File: src/rtl/uart_xreg_pkg.sv
package uart_xreg_pkg;

   typedef enum logic [1:0] {
      BANK_OP   = 2'd0,
      BANK_A    = 2'd1,
      BANK_B    = 2'd2
   } xbank_t;

   typedef enum logic [4:0] {
      T_FWD, T_LCR, T_MCR, T_EFR, T_XON, T_XOFF, T_TCR, T_TLR,
      T_MDR1, T_MDR2, T_ZERO, T_BLR, T_ACR, T_SCR, T_EBLR, T_CLK,
      T_VER, T_SYSC, T_SYSS, T_WER, T_CFPS, T_BAD
   } xtgt_t;

   localparam logic [7:0] BANK_B_KEY   = 8'hBF;
   localparam logic [7:0] MDR1_MASK    = 8'h7F;
   localparam logic [7:0] MDR2_MASK    = 8'hFF;
   localparam logic [7:0] BLR_MASK     = 8'hC0;
   localparam logic [7:0] CLK_MASK     = 8'h01;
   localparam logic [7:0] SYSC_MASK    = 8'h1D;
   localparam logic [7:0] WER_MASK     = 8'h7F;
   localparam logic [7:0] MCR_MASK     = 8'h60;
   localparam int         SOFT_RST_BIT = 1;
   localparam int         ENH_EN_BIT   = 4;
   localparam int         MCR_SWAP_BIT = 6;

   typedef struct packed {
      xbank_t     bank;
      logic [7:0] efr;
      logic [7:0] tcr;
      logic [7:0] tlr;
      logic [7:0] mcr;
      logic [7:0] blr;
      logic [7:0] acr;
      logic [7:0] eblr;
      logic [7:0] clk;
      logic [7:0] sysc;
      logic [7:0] wer;
      logic [7:0] cfps;
   } xregs_t;

   function automatic logic tgt_forwards(input xtgt_t t);
      return (t == T_FWD) || (t == T_LCR) || (t == T_MCR);
   endfunction

endpackage

File: src/rtl/uart_xreg_decode.sv
module uart_xreg_decode
   import uart_xreg_pkg::*;
(
   input  logic [7:0] offset,
   input  xbank_t     bank,
   input  logic       swap,
   output xtgt_t      tgt
);
   logic in_b;
   assign in_b = (bank == BANK_B);

   always_comb begin
      unique case (offset)
         8'h00, 8'h04:               tgt = T_FWD;
         8'h08:                      tgt = in_b ? T_EFR : T_FWD;
         8'h0C:                      tgt = T_LCR;
         8'h10:                      tgt = in_b ? T_XON : T_MCR;
         8'h14:                      tgt = in_b ? T_XON : T_FWD;
         8'h18:                      tgt = swap ? T_TCR : (in_b ? T_XOFF : T_FWD);
         8'h1C:                      tgt = swap ? T_TLR : (in_b ? T_XOFF : T_FWD);
         8'h20:                      tgt = T_MDR1;
         8'h24:                      tgt = T_MDR2;
         8'h28, 8'h2C, 8'h30, 8'h34,
         8'h44:                      tgt = T_ZERO;
         8'h38:                      tgt = T_BLR;
         8'h3C:                      tgt = T_ACR;
         8'h40:                      tgt = T_SCR;
         8'h48:                      tgt = T_EBLR;
         8'h4C:                      tgt = T_CLK;
         8'h50:                      tgt = T_VER;
         8'h54:                      tgt = T_SYSC;
         8'h58:                      tgt = T_SYSS;
         8'h5C:                      tgt = T_WER;
         8'h60:                      tgt = T_CFPS;
         default:                    tgt = T_BAD;
      endcase
   end
endmodule

File: src/rtl/uart_xreg_bank.sv
module uart_xreg_bank
   import uart_xreg_pkg::*;
#(
   parameter int         DATA_W   = 8,
   parameter logic [7:0] WER_RST  = 8'h3F,
   parameter logic [7:0] CFPS_RST = 8'h69,
   parameter logic [7:0] BLR_RST  = 8'h40,
   parameter logic [7:0] TCR_RST  = 8'h0F,
   parameter logic [7:0] VERSION  = 8'h30
) (
   input  logic              clk,
   input  logic              rst_n,
   input  logic              wr_en,
   input  xtgt_t             tgt,
   input  logic              sel,
   input  logic [DATA_W-1:0] wdata,
   output xbank_t            bank,
   output logic              swap,
   output logic [DATA_W-1:0] mcr_cache,
   output logic [DATA_W-1:0] rdata
);
   localparam int FLOW_BYTES = 2;

   localparam xregs_t REGS_RST = '{
      bank: BANK_OP, efr: 8'h00, tcr: TCR_RST, tlr: 8'h00, mcr: 8'h00,
      blr: BLR_RST, acr: 8'h00, eblr: 8'h00, clk: 8'h00, sysc: 8'h00,
      wer: WER_RST, cfps: CFPS_RST };

   generate
      if (DATA_W != 8) begin : g_bad_width
         $error("uart_xreg_bank: DATA_W must be 8");
      end
   endgenerate

   xregs_t     regs_q, regs_d;
   logic [7:0] mdr1_q, mdr2_q, scr_q;
   logic [7:0] xon_q  [FLOW_BYTES];
   logic [7:0] xoff_q [FLOW_BYTES];
   logic       soft_rst;
   logic       in_op;

   assign in_op    = (regs_q.bank == BANK_OP);
   assign soft_rst = wr_en && (tgt == T_SYSC) && wdata[SOFT_RST_BIT];

   always_comb begin
      regs_d = regs_q;
      if (wr_en) begin
         unique case (tgt)
            T_LCR: begin
               if (wdata == BANK_B_KEY)  regs_d.bank = BANK_B;
               else if (wdata[7])        regs_d.bank = BANK_A;
               else                      regs_d.bank = BANK_OP;
            end
            T_MCR:  if (regs_q.efr[ENH_EN_BIT]) regs_d.mcr = wdata & MCR_MASK;
            T_EFR:  regs_d.efr  = wdata;
            T_TCR:  regs_d.tcr  = wdata;
            T_TLR:  regs_d.tlr  = wdata;
            T_BLR:  if (in_op) regs_d.blr = wdata & BLR_MASK;
            T_ACR:  if (in_op) regs_d.acr = wdata;
            T_EBLR: regs_d.eblr = wdata;
            T_CLK:  regs_d.clk  = wdata & CLK_MASK;
            T_SYSC: regs_d.sysc = wdata & SYSC_MASK;
            T_WER:  regs_d.wer  = wdata & WER_MASK;
            T_CFPS: regs_d.cfps = wdata;
            default: ;
         endcase
      end
   end

   always_ff @(posedge clk or negedge rst_n) begin
      if (!rst_n)        regs_q <= REGS_RST;
      else if (soft_rst) regs_q <= REGS_RST;
      else               regs_q <= regs_d;
   end

   // Mode-definition and scratch bytes survive a soft reset.
   always_ff @(posedge clk or negedge rst_n) begin
      if (!rst_n) begin
         mdr1_q <= '0;
         mdr2_q <= '0;
         scr_q  <= '0;
      end else if (wr_en) begin
         if (tgt == T_MDR1) mdr1_q <= wdata & MDR1_MASK;
         if (tgt == T_MDR2) mdr2_q <= wdata & MDR2_MASK;
         if (tgt == T_SCR)  scr_q  <= wdata;
      end
   end

   generate
      for (genvar g = 0; g < FLOW_BYTES; g++) begin : g_flow
         always_ff @(posedge clk or negedge rst_n) begin
            if (!rst_n) begin
               xon_q[g]  <= '0;
               xoff_q[g] <= '0;
            end else if (soft_rst) begin
               xon_q[g]  <= '0;
               xoff_q[g] <= '0;
            end else if (wr_en && (sel == 1'(g))) begin
               if (tgt == T_XON)  xon_q[g]  <= wdata;
               if (tgt == T_XOFF) xoff_q[g] <= wdata;
            end
         end
      end
   endgenerate

   always_comb begin
      unique case (tgt)
         T_EFR:  rdata = regs_q.efr;
         T_XON:  rdata = xon_q[sel];
         T_XOFF: rdata = xoff_q[sel];
         T_TCR:  rdata = regs_q.tcr;
         T_TLR:  rdata = regs_q.tlr;
         T_MDR1: rdata = mdr1_q;
         T_MDR2: rdata = mdr2_q;
         T_BLR:  rdata = in_op ? regs_q.blr : 8'h00;
         T_ACR:  rdata = in_op ? regs_q.acr : 8'h00;
         T_SCR:  rdata = scr_q;
         T_EBLR: rdata = regs_q.eblr;
         T_CLK:  rdata = regs_q.clk;
         T_VER:  rdata = VERSION;
         T_SYSC: rdata = regs_q.sysc;
         T_SYSS: rdata = 8'h01;
         T_WER:  rdata = regs_q.wer;
         T_CFPS: rdata = regs_q.cfps;
         default: rdata = 8'h00;
      endcase
   end

   assign bank      = regs_q.bank;
   assign mcr_cache = regs_q.mcr;
   assign swap      = regs_q.efr[ENH_EN_BIT] && regs_q.mcr[MCR_SWAP_BIT];

   // the key value always lands in bank B
   a_r1_key_selects_b: assert property (@(posedge clk) disable iff (!rst_n)
      (wr_en && tgt == T_LCR && wdata == BANK_B_KEY) |=> (bank == BANK_B));

   // baud-level byte frozen outside the operational bank
   a_r6_blr_gated: assert property (@(posedge clk) disable iff (!rst_n)
      (wr_en && tgt == T_BLR && !in_op) |=> $stable(regs_q.blr));

   // soft reset returns bank, enhanced byte and configuration byte to reset
   a_r8_soft_reset: assert property (@(posedge clk) disable iff (!rst_n)
      (wr_en && tgt == T_SYSC && wdata[SOFT_RST_BIT])
      |=> (bank == BANK_OP && regs_q.efr == 8'h00 && regs_q.sysc == 8'h00));
endmodule

File: src/rtl/uart_xreg_front.sv
module uart_xreg_front
   import uart_xreg_pkg::*;
#(
   parameter int         ADDR_W   = 8,
   parameter int         DATA_W   = 8,
   parameter logic [7:0] WER_RST  = 8'h3F,
   parameter logic [7:0] CFPS_RST = 8'h69,
   parameter logic [7:0] BLR_RST  = 8'h40,
   parameter logic [7:0] TCR_RST  = 8'h0F,
   parameter logic [7:0] VERSION  = 8'h30
) (
   input  logic              clk,
   input  logic              rst_n,
   input  logic [ADDR_W-1:0] bus_addr,
   input  logic              bus_wr,
   input  logic              bus_rd,
   input  logic [DATA_W-1:0] bus_wdata,
   output logic [DATA_W-1:0] bus_rdata,
   output logic              bad_access,
   output logic [ADDR_W-1:0] fwd_addr,
   output logic              fwd_wr,
   output logic              fwd_rd,
   output logic [DATA_W-1:0] fwd_wdata,
   input  logic [DATA_W-1:0] fwd_rdata
);
   localparam int SEL_BIT = 2;

   generate
      if (ADDR_W != 8) begin : g_bad_addr
         $error("uart_xreg_front: ADDR_W must be 8");
      end
   endgenerate

   xbank_t            bank;
   logic              swap;
   xtgt_t             tgt;
   logic              fwd_hit;
   logic [DATA_W-1:0] mcr_cache, local_rdata, fwd_merged;

   uart_xreg_decode u_decode (
      .offset (bus_addr[7:0]),
      .bank   (bank),
      .swap   (swap),
      .tgt    (tgt)
   );

   uart_xreg_bank #(
      .DATA_W   (DATA_W),
      .WER_RST  (WER_RST),
      .CFPS_RST (CFPS_RST),
      .BLR_RST  (BLR_RST),
      .TCR_RST  (TCR_RST),
      .VERSION  (VERSION)
   ) u_bank (
      .clk       (clk),
      .rst_n     (rst_n),
      .wr_en     (bus_wr),
      .tgt       (tgt),
      .sel       (bus_addr[SEL_BIT]),
      .wdata     (bus_wdata),
      .bank      (bank),
      .swap      (swap),
      .mcr_cache (mcr_cache),
      .rdata     (local_rdata)
   );

   assign fwd_hit    = tgt_forwards(tgt);
   assign fwd_addr   = bus_addr;
   assign fwd_wdata  = bus_wdata;
   assign fwd_wr     = bus_wr && fwd_hit;
   assign fwd_rd     = bus_rd && fwd_hit;
   assign fwd_merged = (tgt == T_MCR) ? (fwd_rdata | mcr_cache) : fwd_rdata;

   always_ff @(posedge clk or negedge rst_n) begin
      if (!rst_n) begin
         bus_rdata  <= '0;
         bad_access <= 1'b0;
      end else begin
         bad_access <= (bus_rd || bus_wr) && (tgt == T_BAD);
         if (bus_rd) bus_rdata <= fwd_hit ? fwd_merged : local_rdata;
      end
   end

   // forward strobes only accompany a bus strobe
   a_r12_fwd_follows_bus: assert property (@(posedge clk) disable iff (!rst_n)
      (fwd_wr || fwd_rd) |-> (bus_wr || bus_rd));

   // error flag only after an access, and undefined offsets never forward
   a_r13_bad_after_access: assert property (@(posedge clk) disable iff (!rst_n)
      bad_access |-> $past(bus_rd || bus_wr));
   a_r13_bad_not_forwarded: assert property (@(posedge clk) disable iff (!rst_n)
      (tgt == T_BAD) |-> (!fwd_wr && !fwd_rd));

   // version offset reads its constant one cycle later
   a_r10_version_read: assert property (@(posedge clk) disable iff (!rst_n)
      (bus_rd && bus_addr[7:0] == 8'h50) |=> (bus_rdata == VERSION));
endmodule

File: config.mk
export PLATFORM = sky130hd
export DESIGN_NAME = uart_xreg_front
export DESIGN_NICKNAME = d
export VERILOG_FILES = /design/src/rtl/uart_xreg_pkg.sv /design/src/rtl/uart_xreg_decode.sv /design/src/rtl/uart_xreg_bank.sv /design/src/rtl/uart_xreg_front.sv
export SDC_FILE = /design/constraint.sdc
export NUM_CORES = 1
export LEC_CHECK = 0
export ABC_AREA = 1
export ABC_CLOCK_PERIOD_IN_PS = 2400
export CORE_MARGIN = 2
export CORE_UTILIZATION = 51
export CTS_BUF_LIST = sky130_fd_sc_hd__clkbuf_8
export CTS_CLUSTER_DIAMETER = 150
export DETAILED_ROUTE_END_ITERATION = 7
export GPL_ROUTABILITY_DRIVEN = 0
export GPL_TIMING_DRIVEN = 1
export PLACE_DENSITY = 0.79
export SYNTH_ARGS = -nofsm -noshare
export SYNTH_HDL_FRONTEND = slang
export SYNTH_SLANG_ARGS = --single-unit
File: constraint.sdc
create_clock -name clk -period 2.4 [get_ports clk]
set_clock_uncertainty 0.2 [all_clocks]
set_input_delay 0.24 -clock clk [delete_from_list [all_inputs] [get_ports clk]]
set_output_delay 0.24 -clock clk [all_outputs]
set_load 0.01 [all_outputs]
Yosys cells after proc, flatten, opt, wreduce, memory -nomap -nowiden
Index checks and enable logic that the tools add are counted.
Word-level totals
  word-level logic and storage cells: 172
  input bits: 28
  output and inout bits: 27
  flip-flop bits (word level): 154
Cells by class
  eq/ne operators: 46
  reductions and logical operators: 54
  order comparisons: 1
  muxes and demuxes: 47
  bitwise logic cells: 3
Operators with widths (number)
  8-bit 2-to-1 mux: 34
  90-bit 2-to-1 mux: 2
  8-bit one-hot mux with 17 select lines: 1
  5-bit one-hot mux with 20 select lines: 1
  8-bit by 7-bit equality test with 1-bit output (second input constant): 9
  8-bit by 6-bit equality test with 1-bit output (second input constant): 8
  2-bit nonzero test: 19
  5-bit by 4-bit equality test with 1-bit output (second input constant): 7
  8-bit by 5-bit equality test with 1-bit output (second input constant): 4
  2-bit AND reduction: 16
  5-bit equality test (second input constant): 6
  5-bit by 3-bit equality test with 1-bit output (second input constant): 4
  8-bit by 4-bit equality test with 1-bit output (second input constant): 2
  5-bit by 2-bit equality test with 1-bit output (second input constant): 2
  5-bit 2-to-1 mux: 2
  3-bit 2-to-1 mux: 3
  3-bit AND reduction: 3
  8-bit by 3-bit equality test with 1-bit output (second input constant): 1
  8-bit equality test (second input constant): 1
  1-bit logical AND: 8
  8-bit zero test: 1
  8-bit bitwise OR: 1
  2-bit 2-to-1 mux: 3
  5-bit by 1-bit equality test with 1-bit output (second input constant): 1
  10 further kinds: 12

Depth between registers and ports, before layout
Gate-level depths: netlist of run 1.
  word-level depth: 9
  mapped depth: 18
  gate-level depth less buffers: 17

Hierarchy
A second synthesis of run 1 with hierarchy kept.
Second synthesis, totals
  cell total of the unflattened synthesis: 1083
  area total of the unflattened synthesis: 7527.2 sq um
By module, submodules not included
  uart_xreg_bank: area an instance 6339.8 sq um, cells each 867, instances 1, seq. area each 3046.7 sq um
  uart_xreg_front: area an instance 718.2 sq um, cells each 104, instances 1, seq. area each 225.2 sq um
  uart_xreg_decode: area an instance 469.2 sq um, cells each 112, instances 1, seq. area each 0.0 sq um

Worst setup path after synthesis of run 1
OpenSTA, ideal clock, no wires.
  kind: input to register
  from: in bus_addr[2]
  to: reg u_bank.xon_q[15] (netlist bit)
  data required time: 2076 ps
  library setup time: 124 ps
  buffers on the path: 2
  path slack: 274 ps
  cell stages on the path: 14
  data arrival time: 1802 ps
  cell sequence: buf_6 inv_2 nand2_2 nor2_4 nand2_2 nand2_1 nor2_2 nand3_2 nand2_1 nor3_4 o21bai_4 buf_6 nand2_2 o21ai_2
Between the ends
  cells in the longest elaborated chain, start to end: 8
  elaborated cells between the ends (all ways): 38
  those cells by class: eq/ne (26); mux (2); bitwise (1); reduce/logical (9)
RTL lines
  from (decl): line uart_xreg_front.sv:14  | input logic [ADDR_W-1:0] bus_addr,
  8-bit by 6-bit equality test with 1-bit output (tied with other cells): line uart_xreg_decode.sv:13  | unique case (offset)
  5-bit OR reduction or 2-bit OR reduction (tied branches): line uart_xreg_decode.sv:13
  5-bit one-hot mux with 20 select lines: line uart_xreg_decode.sv:13
  5-bit equality test: line uart_xreg_bank.sv:43  | assign soft_rst = wr_en && (tgt == T_SYSC) && wdata[SOFT_RST_BIT];
  1-bit logical AND (2 in a row): line uart_xreg_bank.sv:43
  2-bit nonzero test (no line)
  2-bit AND reduction (no line)
  to (signal, indexed assignment): line uart_xreg_bank.sv:99  | if (tgt == T_XON) xon_q[g] <= wdata;
  to (decl): line uart_xreg_bank.sv:37  | logic [7:0] xon_q [FLOW_BYTES];
Several ways; a longest one is shown, not always the timed one.
A chain may end at the register's enable or synchronous reset.

Final worst setup path of run 1
  from: reg u_bank.regs_q (netlist bit u_bank.bank[1])
  to: out fwd_rd
Between the ends
  cells in the longest elaborated chain, start to end: 8
  elaborated cells between the ends (all ways): 14
  those cells by class: eq/ne (3); mux (7); reduce/logical (4)
RTL lines
  from (decl): line uart_xreg_bank.sv:35  | xregs_t regs_q, regs_d;
  from (signal assigned): line uart_xreg_bank.sv:73  | else regs_q <= regs_d;
  2-bit equality test (*): line uart_xreg_decode.sv:10  | assign in_b = (bank == BANK_B);
  3-bit 2-to-1 mux: line uart_xreg_decode.sv:19, uart_xreg_decode.sv:20
  5-bit 2-to-1 mux, on equally long branches: line uart_xreg_decode.sv:20, uart_xreg_decode.sv:19
  5-bit one-hot mux with 20 select lines (*): line uart_xreg_decode.sv:13
  5-bit by 1-bit equality test with 1-bit output or 5-bit zero test (tied branches): line uart_xreg_pkg.sv:43  | return (t == T_FWD) || (t == T_LCR) || (t == T_MCR);
  1-bit logical OR: line uart_xreg_pkg.sv:43
  1-bit logical OR (*): line uart_xreg_pkg.sv:43
  1-bit logical AND (*): line uart_xreg_front.sv:71  | assign fwd_rd = bus_rd && fwd_hit;
  to (decl): line uart_xreg_front.sv:22  | output logic fwd_rd,
Every way passes the cells marked *; elsewhere a longest branch is shown, timed or not.

==> results of run 1 <==
==> Yosys cell counts, types with 4 or more instances <==
| master | instances |
|---|---|
| nand2_4 | 4 |
| nand2_2 | 15 |
| buf_4 | 18 |
| o21ai_1 | 17 |
| a22oi_1 | 9 |
| buf_6 | 5 |
| clkbuf_1 | 8 |
| nand2_1 | 250 |
| inv_2 | 18 |
| inv_1 | 71 |
| nor3_1 | 9 |
| nor2_4 | 9 |
| o21ai_0 | 80 |
| dfstp_2 | 15 |
| o22ai_1 | 15 |
| nand4_1 | 12 |
| nand3_1 | 39 |
| nor2_2 | 8 |
| a21oi_1 | 13 |
| nor2_1 | 61 |
| dfrtp_1 | 115 |
| clkinv_1 | 5 |
| nor4_1 | 4 |
| o21ai_2 | 17 |
==> repair_timing <==
item,in CTS,in global routing
buffers inserted,17,9
resized for setup,45,58
pin swaps,21,24
hold buffers,1,0
endpoints found under the setup margin,45,52
gates cloned,1,1
endpoints found under the hold margin,120,0
==> through the flow <==
step                cells  hold slack [ps]   util  instance area, sq um  TNS [ps]
finish               1218             55.0  0.694                  9150      -291
global route         1218             83.5  0.694                  9150     -2900
global placement     1158             1.72  0.628                  8280    -42680
floorplan             849             -256      -                  6830         0
detailed placement   1158          -0.0234  0.628                  8280    -46550
CTS                  1209             58.4  0.673                  8880      -165
==> cell type report <==
class,instances,area (sq um),area share
multi-input cells,592,3250,0.355
repair buffers,194,1710,0.186
well taps,176,220,0.0241
clock buffers,18,248,0.0271
flip-flops and latches,130,3270,0.358
inverters,94,353,0.0386
clock inverters,14,100,0.0109
==> state kept, by name, summed over array words and instances (netlist names) <==
register	flops
u_bank.regs_q	62
u_bank.xoff_q	16
u_bank.xon_q	16
bus_rdata	8
u_bank.mdr2_q	8
u_bank.scr_q	8
u_bank.mdr1_q	7
u_bank.bank	2
u_bank.mcr_cache	2
bad_access	1
==> path summary, 6_finish.rpt <==
kind	start	endpoint	slack [ps]	cells past startpoint
max reg2reg	u_bank.bank[0]	u_bank.xoff_q[12]	-50	15
max in group asynchronous	rst_n	u_bank.regs_q[75]	1220	3
min	rst_n	bus_rdata[5]	60	2
min reg2reg	u_bank.xon_q[13]	u_bank.xon_q[13]	280	2
min in group clk	fwd_rdata[0]	bus_rdata[0]	190	3
max	u_bank.bank[1]	fwd_rd	-100	10
==> cell families after synthesis <==
kind of cell	after synthesis	synth area share
simple gates	419	0.280
compound gates	171	0.154
flops	130	0.479
buf+inv	129	0.0868
==> report_power, final <==
part | internal, mW | leakage, nW | switching, mW
registers | 2.36 | 1.62 | 0.0855
clock network | 0.821 | 0.192 | 0.881
logic | 0.297 | 2.78 | 0.416
==> per-layer routing <==
layer	wire [microns]	up-vias	share of wire
li1	-	3131	-
met1	8680	3221	0.39
met2	10300	429	0.46
met3	2260	120	0.10
met4	1250	0	0.055
met5	0	-	0
==> results_dict.tcl, run 1 <==
set metrics [dict create \
    synth-async-reset-ratio 1.00 \
    cts_root_buf "clkbuf_8" \
    grtUsageTotal 0.318 \
    cpMostUsedCell "nor2_2" \
    grt_max_degree 65 \
    synthTopCellsByArea "dfrtp_1, nand2_1, o21ai_0" \
    area_delta_synth_final_pct 33.9 \
    crit_type "reg2out" \
    wl_per_cell_microns 18.5 \
    vias 6901 \
    fp.dieW_microns 120 \
    grt_use_met1 0.404 \
    dr.first_iter.drc_count 762 \
    rows 42 \
    final_antenna_net_count 0 \
    grt_pass1_vias 6639 \
    cp_cell_sequence "nand2_4 -> inv_2 -> nand3_1 -> nand4_1 -> nor2_2 -> nand2_2 -> nor3_4 -> nand3_2 -> nor2_2 -> buf_2" \
    die_h_microns 120 \
    path_delay_family "simple AND/OR/NAND/NOR gates" \
    synth_edf_count 0 \
    endpoint_kind "output pin" \
    max_stage_delay_ps 410 \
    worst_skew_pair.late_latency_ps 460 \
    yosys.area.top_type "dfrtp_1" \
    synth-seq-area-share 0.479 \
    ys_ff_latch 130 \
    synth_top_cell_area_share 0.421 \
    cp_num_buf_inv 2 \
    gr-usage-met2 0.504 \
    cts-buffers-inserted 17 \
    coreArea_sq_um 13200 \
    routed_via_density 5.67 \
    wl_mm 22.5 \
    power.density_nw_per_um2 532 \
    cts_buffer_depth 2 \
    min_period_ps 2500 \
    max_cap_violations 0 \
    dp_hpwl_mm 15.7 \
    min_path_type "in2async" \
    grt-ovfl-total 0 \
    antenna_found_initial 0 \
    final_cell_mix "nand2_1, buf_4, dfrtp_1, o21ai_0, inv_1" \
    grt_busiest_layer "met2" \
    critPathLaunchType "flop" \
    drtPass1Iterations 8 \
    cp.arrival_ps 2060 \
    leakagePower_nw 4.59 \
    syn_area_sq_um 6830 \
    slowest_stage "dfrtp_1" \
    final_common_cell "nand2_1" \
    ys_warn_count 0 \
    post-place-ws_ps -652 \
    io_pins 55 \
    dieArea_sq_um 14300 \
    worst-endpoint-required_ps 1960 \
    setup_viol 10 \
    synthCells 849 \
    nNetsFinal 1057 \
    drive_gt1_frac 0.312 \
    use_met3 0.0846 \
    avgSynthCellArea_sq_um 8.05 \
    worstMarginPinSlew_ps 796 \
    max_freq_ghz 0.399 \
    rsz0062_at_grt "true" \
    ir_drop_mv 0.548 \
    slew_violations 0 \
    cts_tree "built" \
    path_clk_slew_ps 70 \
    cts_num_sinks 130 \
    hold_viol 0 \
    htree_levels 4 \
    drc 0 \
    synth_ff_type "dfrtp_1" \
    slew_headroom 0.470 \
    violations "setup timing" \
    grt_pass1_wl_mm 34.4 \
    syn-num-nets 877 \
    portBuffers 54 \
    synth.distinct_cells 43 \
    worst_slack_ps -105 \
    initial_core_util 0.518 \
    finalPower_mw 4.87 \
    status "complete, but fails checks" \
    period_share 1.04 \
    antenna_cells 0 \
    cp_max_fo 5 \
    fillers 984 \
]
(Power assumes the default switching activity.)
==> run 2: changes to the inputs <==
--- a/config.mk
+++ b/config.mk
@@ -14,7 +14,9 @@
 export DETAILED_ROUTE_END_ITERATION = 7
 export GPL_ROUTABILITY_DRIVEN = 0
 export GPL_TIMING_DRIVEN = 1
+export MAX_ROUTING_LAYER = met4
 export PLACE_DENSITY = 0.79
 export SYNTH_ARGS = -nofsm -noshare
 export SYNTH_HDL_FRONTEND = slang
 export SYNTH_SLANG_ARGS = --single-unit
+export TNS_END_PERCENT = 100
==> results_dict.tcl, run 2 (synthesized netlist as in run 1, its figures left out) <==
set metrics [dict create \
    cts-buffers-inserted 17 \
    slowest_stage "dfrtp_1" \
    cts_num_sinks 130 \
    portBuffers 54 \
    top_register "u_bank.regs_q" \
    grt-ovfl-total 0 \
    slew_violations 0 \
    dieArea_sq_um 14300 \
    final_antenna_net_count 0 \
    nNetsFinal 1052 \
    violations "setup timing" \
    cts_buffer_depth 2 \
    fp.dieW_microns 120 \
    min_period_ps 2500 \
    biggestRegsByFlops "u_bank.regs_q x62, u_bank.xoff_q x16, u_bank.xon_q x16" \
    routed_via_density 5.70 \
    path_delay_family "simple AND/OR/NAND/NOR gates" \
    rsz0062_at_grt "true" \
    crit_type "reg2out" \
    max_cap_violations 0 \
    leakagePower_nw 4.54 \
    grt_max_degree 65 \
    hold_viol 0 \
    path_clk_slew_ps 80 \
    placed_area_sq_um 8280 \
    worstMarginPinSlew_ps 771 \
    dp_hpwl_mm 15.7 \
    dr.first_iter.drc_count 802 \
    worst_slack_ps -104 \
    status "complete, but fails checks" \
    ir_drop_mv 0.505 \
    cp_num_buf_inv 2 \
    wl_per_cell_microns 18.4 \
    endpoint_kind "output pin" \
    final_cell_area_sq_um 9050 \
    grt_pass1_wl_mm 34.5 \
    coreArea_sq_um 13200 \
    fin_tns_setup_ps -165 \
    vias 6911 \
    cp.depth 10 \
    wl_mm 22.3 \
    worst-endpoint-required_ps 1960 \
    htree_levels 4 \
    grtUsageTotal 0.327 \
    drtPass1Iterations 6 \
    critPathLaunchType "flop" \
    antenna_cells 0 \
    antenna_found_initial 0 \
    worst_skew_pair.late_latency_ps 460 \
    period_share 1.04 \
    final_cell_mix "nand2_1, buf_4, dfrtp_1, o21ai_0, inv_1" \
    cp_cell_sequence "nand2_4 -> inv_2 -> nand3_2 -> nand4_1 -> nor2_2 -> nand2_2 -> nor3_4 -> nand3_2 -> nor2_2 -> buf_2" \
    setup_viol 2 \
    initial_core_util 0.518 \
    cp.arrival_ps 2060 \
    power.density_nw_per_um2 536 \
    drive_gt1_frac 0.302 \
    rows 42 \
    min_path_type "in2async" \
    grt_pass1_vias 6648 \
    dp.cells 1158 \
    fin_cells 1213 \
    fin_hold_ws_ps 50.9 \
    r2r.worst_path.cells 15 \
    cts_root_buf "clkbuf_8" \
    max_freq_ghz 0.399 \
    max_stage_delay_ps 410 \
    cp_max_fo 5 \
    drc 0 \
    largest_register_ff_count 62 \
    final_common_cell "nand2_1" \
    die_h_microns 120 \
    area_delta_synth_final_pct 32.4 \
    slew_headroom 0.486 \
    io_pins 55 \
    cts_tree "built" \
]
[run 2: cell types whose count changed in the layout (fill, tap and decap cells not counted), moves of 2 or more]
cell,change
buf_4,-2
o21ai_0,+6
buf_6,-2
nand3_1,+2
o21ai_2,-5
[run 2: where the power goes]
group,internal (mW),switching [mW]
Combinational,0.291,0.414
Sequential,2.36,0.0828
Clock,0.821,0.881
[run 2: final cells by class]
type                       instances  area [sq um]
timing repair buffer             189          1640
clock buffer                      18           248
tap                              176           220
sequential                       130          3270
inverter                          94           353
clock inverter                    14           100
fill                            1007          4140
multi-input combinational        592          3210
[run 2: final timing paths]
kind / to / startpoint / slack [ps]
max in group asynchronous: u_bank.regs_q[3] / rst_n / 1220
max reg2reg: u_bank.xon_q[11] / u_bank.regs_q[84] / 10
min in group clk: bus_rdata[0] / fwd_rdata[0] / 190
min: bus_rdata[6] / rst_n / 50
min reg2reg: u_bank.regs_q[0] / u_bank.regs_q[0] / 280
max: fwd_rd / u_bank.bank[1] / -100
[run 2: routing by layer]
layer  vias up  routed length [microns]  track usage
li1       3117                        -            -
met1      3233                     8560        0.404
met2       438                    10200        0.501
met3       123                     2210       0.0860
met4         0                     1310        0.159
met5         -                        0            -
[run 2: what timing repair did]
action | 4_1_cts | 5_1_grt
endpoints found under the hold margin | 120 | 0
pin swaps | 21 | 21
gates cloned | 1 | 1
buffers inserted | 17 | 5
setup endpoints to repair | 45 | 52
hold buffers | 1 | 0
gates resized for setup | 45 | 42
[run 2: per-stage QoR]
step           utilization  setup slack [ps]  power [mW]
4_1_cts              0.673              -113        4.81
6_report             0.686              -104        4.85
3_5_place_dp         0.628              -652        3.13
5_1_grt              0.686              -185        5.03
2_1_floorplan            -               274        2.81
3_3_place_gp         0.628              -583        3.11
